$ cat src/rtl/vwdog_pkg.sv
package vwdog_pkg;

   // Width of a channel index. It never drops below one bit.
   function automatic int idx_width(input int n);
      return (n <= 1) ? 1 : $clog2(n);
   endfunction

   // Smallest power of two that is at least n.
   function automatic int pow2_ceil(input int n);
      int p;
      p = 1;
      while (p < n) p = p * 2;
      return p;
   endfunction

endpackage

$ cat src/rtl/vwdog_channel.sv
module vwdog_channel #(
   parameter int CNT_W    = 8,
   parameter int INIT_VAL = 255
) (
   input  logic             clk,
   input  logic             rst_n,
   input  logic             load_hit,
   input  logic [CNT_W-1:0] load_val,
   input  logic             tick,
   output logic             zero_o
);

   localparam logic [CNT_W-1:0] INIT_C = CNT_W'(INIT_VAL);
   localparam logic [CNT_W-1:0] ONE_C  = CNT_W'(1);

   logic [CNT_W-1:0] cnt_q;

   always_ff @(posedge clk) begin
      if (!rst_n)
         cnt_q <= INIT_C;
      else if (load_hit)
         cnt_q <= load_val;            // a write beats the decrement
      else if (tick && (cnt_q != '0))
         cnt_q <= cnt_q - ONE_C;       // stops at zero
   end

   assign zero_o = (cnt_q == '0);

endmodule

$ cat src/rtl/vwdog_any_zero.sv
module vwdog_any_zero #(
   parameter int NUM_CH = 8,
   parameter bit TREE   = 1'b1
) (
   input  logic [NUM_CH-1:0] vec_i,
   output logic              any_o
);
   import vwdog_pkg::*;

   localparam int P = pow2_ceil(NUM_CH);

   generate
      if (!TREE || NUM_CH == 1) begin : g_flat
         assign any_o = |vec_i;
      end else begin : g_tree
         logic [2*P-1:0] node;
         assign node[0] = 1'b0;
         for (genvar i = 0; i < P; i++) begin : g_leaf
            if (i < NUM_CH) begin : g_used
               assign node[P+i] = vec_i[i];
            end else begin : g_pad
               assign node[P+i] = 1'b0;
            end
         end
         for (genvar k = 1; k < P; k++) begin : g_inner
            assign node[k] = node[2*k] | node[2*k+1];
         end
         assign any_o = node[1];
      end
   endgenerate

endmodule

$ cat src/rtl/vwdog_kick_ctrl.sv
module vwdog_kick_ctrl (
   input  logic clk,
   input  logic rst_n,
   input  logic tick,
   input  logic any_zero,
   output logic kick,
   output logic fault
);

   logic tick_d;
   logic fault_q;

   always_ff @(posedge clk) begin
      if (!rst_n) begin
         tick_d  <= 1'b0;
         fault_q <= 1'b0;
      end else begin
         tick_d  <= tick;
         fault_q <= fault_q | any_zero;
      end
   end

   // The counters already hold their post-tick values in this cycle.
   assign kick  = tick_d & ~any_zero & ~fault_q;
   assign fault = fault_q;

endmodule

$ cat src/rtl/vwdog_aggregator.sv
module vwdog_aggregator #(
   parameter int NUM_CH   = 8,
   parameter int CNT_W    = 8,
   parameter int INIT_VAL = 255,
   parameter bit OR_TREE  = 1'b1,
   localparam int IDX_W   = vwdog_pkg::idx_width(NUM_CH)
) (
   input  logic              clk,
   input  logic              rst_n,
   input  logic              load_en,
   input  logic [IDX_W-1:0]  load_idx,
   input  logic [CNT_W-1:0]  load_val,
   input  logic              tick,
   output logic              kick,
   output logic              fault,
   output logic [NUM_CH-1:0] expired
);

   generate
      if (NUM_CH < 1) begin : g_bad_ch
         $error("NUM_CH must be at least 1");
      end
      if (CNT_W < 1 || CNT_W > 16) begin : g_bad_w
         $error("CNT_W must be 1..16");
      end
      if (INIT_VAL < 1 || INIT_VAL >= (1 << CNT_W)) begin : g_bad_init
         $error("INIT_VAL must be nonzero and fit in CNT_W bits");
      end
   endgenerate

   logic any_zero;
   logic load_ok;

   assign load_ok = load_en & ~fault;

   generate
      for (genvar i = 0; i < NUM_CH; i++) begin : g_ch
         logic hit;
         assign hit = load_ok && (load_idx == IDX_W'(i));
         vwdog_channel #(
            .CNT_W    (CNT_W),
            .INIT_VAL (INIT_VAL)
         ) u_ch (
            .clk      (clk),
            .rst_n    (rst_n),
            .load_hit (hit),
            .load_val (load_val),
            .tick     (tick),
            .zero_o   (expired[i])
         );
      end
   endgenerate

   vwdog_any_zero #(
      .NUM_CH (NUM_CH),
      .TREE   (OR_TREE)
   ) u_any (
      .vec_i  (expired),
      .any_o  (any_zero)
   );

   vwdog_kick_ctrl u_kick (
      .clk      (clk),
      .rst_n    (rst_n),
      .tick     (tick),
      .any_zero (any_zero),
      .kick     (kick),
      .fault    (fault)
   );

endmodule

$ cat config.mk
export PLATFORM = sky130hd
export DESIGN_NAME = vwdog_aggregator
export DESIGN_NICKNAME = d
export VERILOG_FILES = /design/src/rtl/vwdog_pkg.sv /design/src/rtl/vwdog_channel.sv /design/src/rtl/vwdog_any_zero.sv /design/src/rtl/vwdog_kick_ctrl.sv /design/src/rtl/vwdog_aggregator.sv
export SDC_FILE = /design/constraint.sdc
export NUM_CORES = 1
export LEC_CHECK = 0
export BUFFER_PORTS_ARGS = -buffer_cell sky130_fd_sc_hd__buf_2
export CAP_MARGIN = 20
export CORE_MARGIN = 4
export CORE_UTILIZATION = 31
export DETAILED_ROUTE_END_ITERATION = 7
export PLACE_DENSITY = 0.47
export SYNTH_ARGS = -nofsm -noshare
export SYNTH_HDL_FRONTEND = slang
export SYNTH_SLANG_ARGS = --single-unit
$ cat constraint.sdc
create_clock -name clk -period 5.9 [get_ports clk]
set_input_delay 0 -clock clk [delete_from_list [all_inputs] [get_ports clk]]
set_output_delay 0 -clock clk [all_outputs]
set_load 0.02 [all_outputs]
==> metrics.md <==
| Metric | Value |
|---|---|
| Sequential cell fraction of total power | 40.0% |
| ANT nets after route | 0 |
| DRC viols | 0 |
| Share of cell area taken by muxes after synthesis | under 10% |
| Synth-to-Final Area Change | 13.7% |
| RSZ-0062 raised after global routing | false |
| Post-DP HPWL | 7.76 mm |
| Design area | 4510 um^2 |
| Largest net degree at the start of global routing | 46 |
| Die Footprint | about 15,000 um^2 |
| # port buffers | 24 |
| Via count of the first global-routing pass | ~3,500 |
| Max-slew violation total from the final report | 0 |
| Vias per cell | 5.39 |
| Total setup buffers inserted after CTS | 0 |
| Core Rows | 41 |
| Number of cells produced by synthesis | 490 |
| Final clock period utilization by the worst path | 39.6% |
| Worst hold path class | in2reg |
| Initial core utilization | between 30% and 40% |
| Horizontal extent of the die | 121 um |
| Wire length of the first global-routing pass | roughly 18 mm |
| Unique masters post-synth | 50 |
| Slew Limit Headroom | 43.0% |
| Min-delay src | load_val[6] |
| Number of DRC markers after the initial detailed-route iteration | between 200 and 250 |
| Endpoint of the lowest-slack register-to-register path | g_ch[6].u_ch.cnt_q[1] |
| PwrDens | 268 nW/um^2 |
| Fmax | approximately 430 MHz |
| Yosys warnings | 0 |
| CTS tree | done |
| Vert. Die Dim | 121 um |
| Switch share | a little under a quarter |
| Cell Int Power | just over 900 uW |
| Synthesized Nets | 521 |
| Combinational family with the most area after synthesis | simple AND/OR/NAND/NOR gates |
| Part of the total power dissipated in the clock network | 50.8% |
| Crit Path Class | reg2out |
| Adder and majority cell fraction of the synthesized area | approximately 5.1% |
| Arrival time at the worst endpoint | roughly 2.3 ns |
| Layout cell share with drive strength beyond 1 | 13.5% |
| Number of gates resized after CTS | 0 |
| Largest fanout on the critical path | 4 |
| Flip-flop and latch count after synthesis | 66 |
| Share of power burned in combinational logic | 9.3% |
| Number of H-tree levels | 3 |
| Global-route usage over all layers | 16.0% |
| Fraction of the yosys area taken by sequential cells | 33.3% |
| Most used DFF post-synth | sky130_fd_sc_hd__dfxtp_1 |
| Fraction of registers with async set/reset | 0% |
| Number of iterations in the first detailed-routing pass | 4 |
| RePlAce Congestion | about 0.81 |
| Placement-stage cell area | roughly 4200 um^2 |
| Switching pwr | between 200 and 300 uW |
| Deepest clock path buffer count | 2 |
| TritonCTS buffer count | 9 |
| Startpoint of the most critical register-to-register path | g_ch[6].u_ch.cnt_q[0] |
| R2R cell count | 6 |
| Total Routed Length | 11.1 mm |
| Minimum setup slack in the final design | 3.57 ns |
| Finished Core Util | a little over a third |
| MaxCap Viol Count | 0 |
| Worst-path clk slew | ~0.060 ns |
| Status | complete, no violations |
| Mean instance size in the synthesized netlist | 8.09 um^2 |
| Synth Area in Compound Gates | 21.9% |
| Vias | 3,646 |
| Number of enable flip-flop cells after synthesis | 0 |
| Hold_buf cts | 0 |
| Clock root cell | sky130_fd_sc_hd__clkbuf_16 |
| Critical Path Source Type | flip-flop |
| Clock sink total | 66 |
| Core Box Area | ~13,000 um^2 |
| Fin crit period | about 2.3 ns |
| Lkg Pwr | around 1.6 nW |
| Clock Skew | 0.00704 ns |
| Number of top-level pins | 25 |
| Hold path endpoint | g_ch[7].u_ch.cnt_q[6] |
| Number of endpoints failing setup at the final stage | 0 |
| R2R setup slack | 3.80 ns |
| Antenna Cells | 0 |
| Final hold viol count | 0 |
| Post-Place Setup Slack | 3.37 ns |
| Mapped Area | 3960 um^2 |
| Worst-skew pair later-pin latency | ~0.33 ns |
| Number of nets in the finished design | 531 |
| Critical path capture point type | output port |
| Worst Path Required | 5.90 ns |
| Remaining global-route overflow | 0 |
| Worst IR Drop VDD | around 100 uV |
| Fraction of the mapped netlist area in simple logic gates | 29.4% |
| Avg WL per Cell | about 16 um |
| Transition time of the tightest slew-check pin | 0.856 ns |
| Accumulated negative setup slack | 0 ns |
| Synthesized-area fraction occupied by xor and xnor cells | under 10% |
| Number of antenna violations at the first check in global routing | 0 |
| Count of cells along the worst hold path | 3 |
==> power by group through the flow <==
stage          Sequential (mW)  Combinational [mW]  Clock, mW
3_5_place_dp             0.491               0.113          0
4_1_cts                  0.482               0.114      0.627
6_report                 0.482               0.112      0.613
2_1_floorplan            0.487              0.0815          0
3_3_place_gp             0.492               0.111          0
5_1_grt                  0.486               0.129      0.642
==> worst max-delay path: stages (launching register included) <==
cell and delay [ns]:
sky130_fd_sc_hd__dfxtp_1 0.30, sky130_fd_sc_hd__inv_1 0.11, sky130_fd_sc_hd__ha_1 0.20, sky130_fd_sc_hd__or3b_2 0.49, sky130_fd_sc_hd__nor2_1 0.33, sky130_fd_sc_hd__nor4_1 0.15, sky130_fd_sc_hd__and4_1 0.25, sky130_fd_sc_hd__buf_2 0.16
==> metal layers <==
metal,global-route usage [%],up-vias,share of wire [%]
met5,0,-,0
met4,5.74,0,0.89
met3,3.54,8,5.0
met2,24.9,61,46
met1,21.8,1729,49
li1,-,1848,-
==> cell type report <==
| cell class | instances | area (um^2) |
|---|---|---|
| Tap cell | 172 | 215 |
| Timing Repair Buffer | 24 | 120 |
| Inverter | 19 | 71.3 |
| Clock inverter | 5 | 103 |
| Fill cell | 1328 | 8060 |
| Clock buffer | 11 | 233 |
| Sequential cell | 66 | 1320 |
| Multi-Input combinational cell | 380 | 2440 |
==> flip-flops by register name, indices dropped and copies added, names as in the netlist <==
register / count
g_ch.u_ch.cnt_q: 64
u_kick.fault: 1
u_kick.tick_d: 1
==> cells in the mapped netlist (5+ instances only) <==
cell                       count  area (um^2)
sky130_fd_sc_hd__o21a_1       11         82.6
sky130_fd_sc_hd__clkbuf_1     11         41.3
sky130_fd_sc_hd__or3_1        12         75.1
sky130_fd_sc_hd__inv_1        18         67.6
sky130_fd_sc_hd__buf_4         8         60.1
sky130_fd_sc_hd__or4_1         9         67.6
sky130_fd_sc_hd__xnor2_1      10         87.6
sky130_fd_sc_hd__or3b_2       15          131
sky130_fd_sc_hd__mux2i_1       8         80.1
sky130_fd_sc_hd__dfxtp_1      66         1320
sky130_fd_sc_hd__nand2_1      20         75.1
sky130_fd_sc_hd__a211oi_1     20          150
sky130_fd_sc_hd__or2_2        10         62.6
sky130_fd_sc_hd__ha_1         16          200
sky130_fd_sc_hd__nand4_1       5         31.3
sky130_fd_sc_hd__nor3b_1       8         60.1
sky130_fd_sc_hd__o311a_1       9         90.1
sky130_fd_sc_hd__o21ai_0      45          225
sky130_fd_sc_hd__nor3_1       24          120
sky130_fd_sc_hd__nor4_1       21          131
sky130_fd_sc_hd__a22oi_1      18          135
sky130_fd_sc_hd__nor2_1       73          274
==> worst max-delay path by stage <==
stage	from	endpoint	slack (ns)	cells past startpoint
CTS	g_ch[2].u_ch.cnt_q[0]	kick	3.52	7
detailed placement	rst_n	g_ch[6].u_ch.cnt_q[0]	3.37	4
floorplan	g_ch[7].u_ch.cnt_q[0]	g_ch[7].u_ch.cnt_q[1]	4.04	6
global placement	rst_n	g_ch[6].u_ch.cnt_q[0]	3.49	4
finish	g_ch[2].u_ch.cnt_q[0]	kick	3.57	7
global route	g_ch[2].u_ch.cnt_q[0]	kick	3.41	7
==> through the flow <==
stage | power [mW] | hold WS [ns] | cells
after floorplan | 0.569 | 0.131 | 490
after global placement | 0.603 | 0.381 | 661
after detailed placement | 0.604 | 0.374 | 661
final | 1.21 | 0.0197 | 677
after global routing | 1.26 | 0.0717 | 677
after CTS | 1.22 | 0.0193 | 677
==> layout by cell type, fill, tap and decap left out, types with 3 or more instances in the layout <==
| cell type | n |
|---|---|
| sky130_fd_sc_hd__buf_2 | 24 |
| sky130_fd_sc_hd__o211ai_1 | 4 |
| sky130_fd_sc_hd__nor3_1 | 24 |
| sky130_fd_sc_hd__xnor2_1 | 10 |
| sky130_fd_sc_hd__o21a_1 | 11 |
| sky130_fd_sc_hd__mux2_2 | 4 |
| sky130_fd_sc_hd__nand2_1 | 20 |
| sky130_fd_sc_hd__o21ai_0 | 45 |
| sky130_fd_sc_hd__a22oi_1 | 18 |
| sky130_fd_sc_hd__mux2i_1 | 8 |
| sky130_fd_sc_hd__a211oi_1 | 20 |
| sky130_fd_sc_hd__nor4_1 | 21 |
| sky130_fd_sc_hd__ha_1 | 16 |
| sky130_fd_sc_hd__o311a_1 | 9 |
| sky130_fd_sc_hd__bufinv_16 | 3 |
| sky130_fd_sc_hd__or3b_2 | 15 |
| sky130_fd_sc_hd__and4_1 | 4 |
| sky130_fd_sc_hd__nand4_1 | 5 |
| sky130_fd_sc_hd__or3_1 | 12 |
| sky130_fd_sc_hd__or2_2 | 10 |
| sky130_fd_sc_hd__o31ai_1 | 4 |
| sky130_fd_sc_hd__dfxtp_1 | 66 |
| sky130_fd_sc_hd__clkbuf_16 | 9 |
| sky130_fd_sc_hd__nor3b_1 | 8 |
| sky130_fd_sc_hd__o31a_1 | 3 |
| sky130_fd_sc_hd__nor2_1 | 73 |
| sky130_fd_sc_hd__inv_1 | 18 |
| sky130_fd_sc_hd__nand3_1 | 4 |
| sky130_fd_sc_hd__or4_1 | 9 |
==> cells by family (layout without fill, tap and decap cells) <==
logic type	count (synthesis)	count (layout)
simple gates	216	216
compound gates	126	126
flops	66	66
buf+inv	44	59
fa+ha+maj	16	16
mux	12	12
xor+xnor	10	10
(Power assumes the default switching activity.)
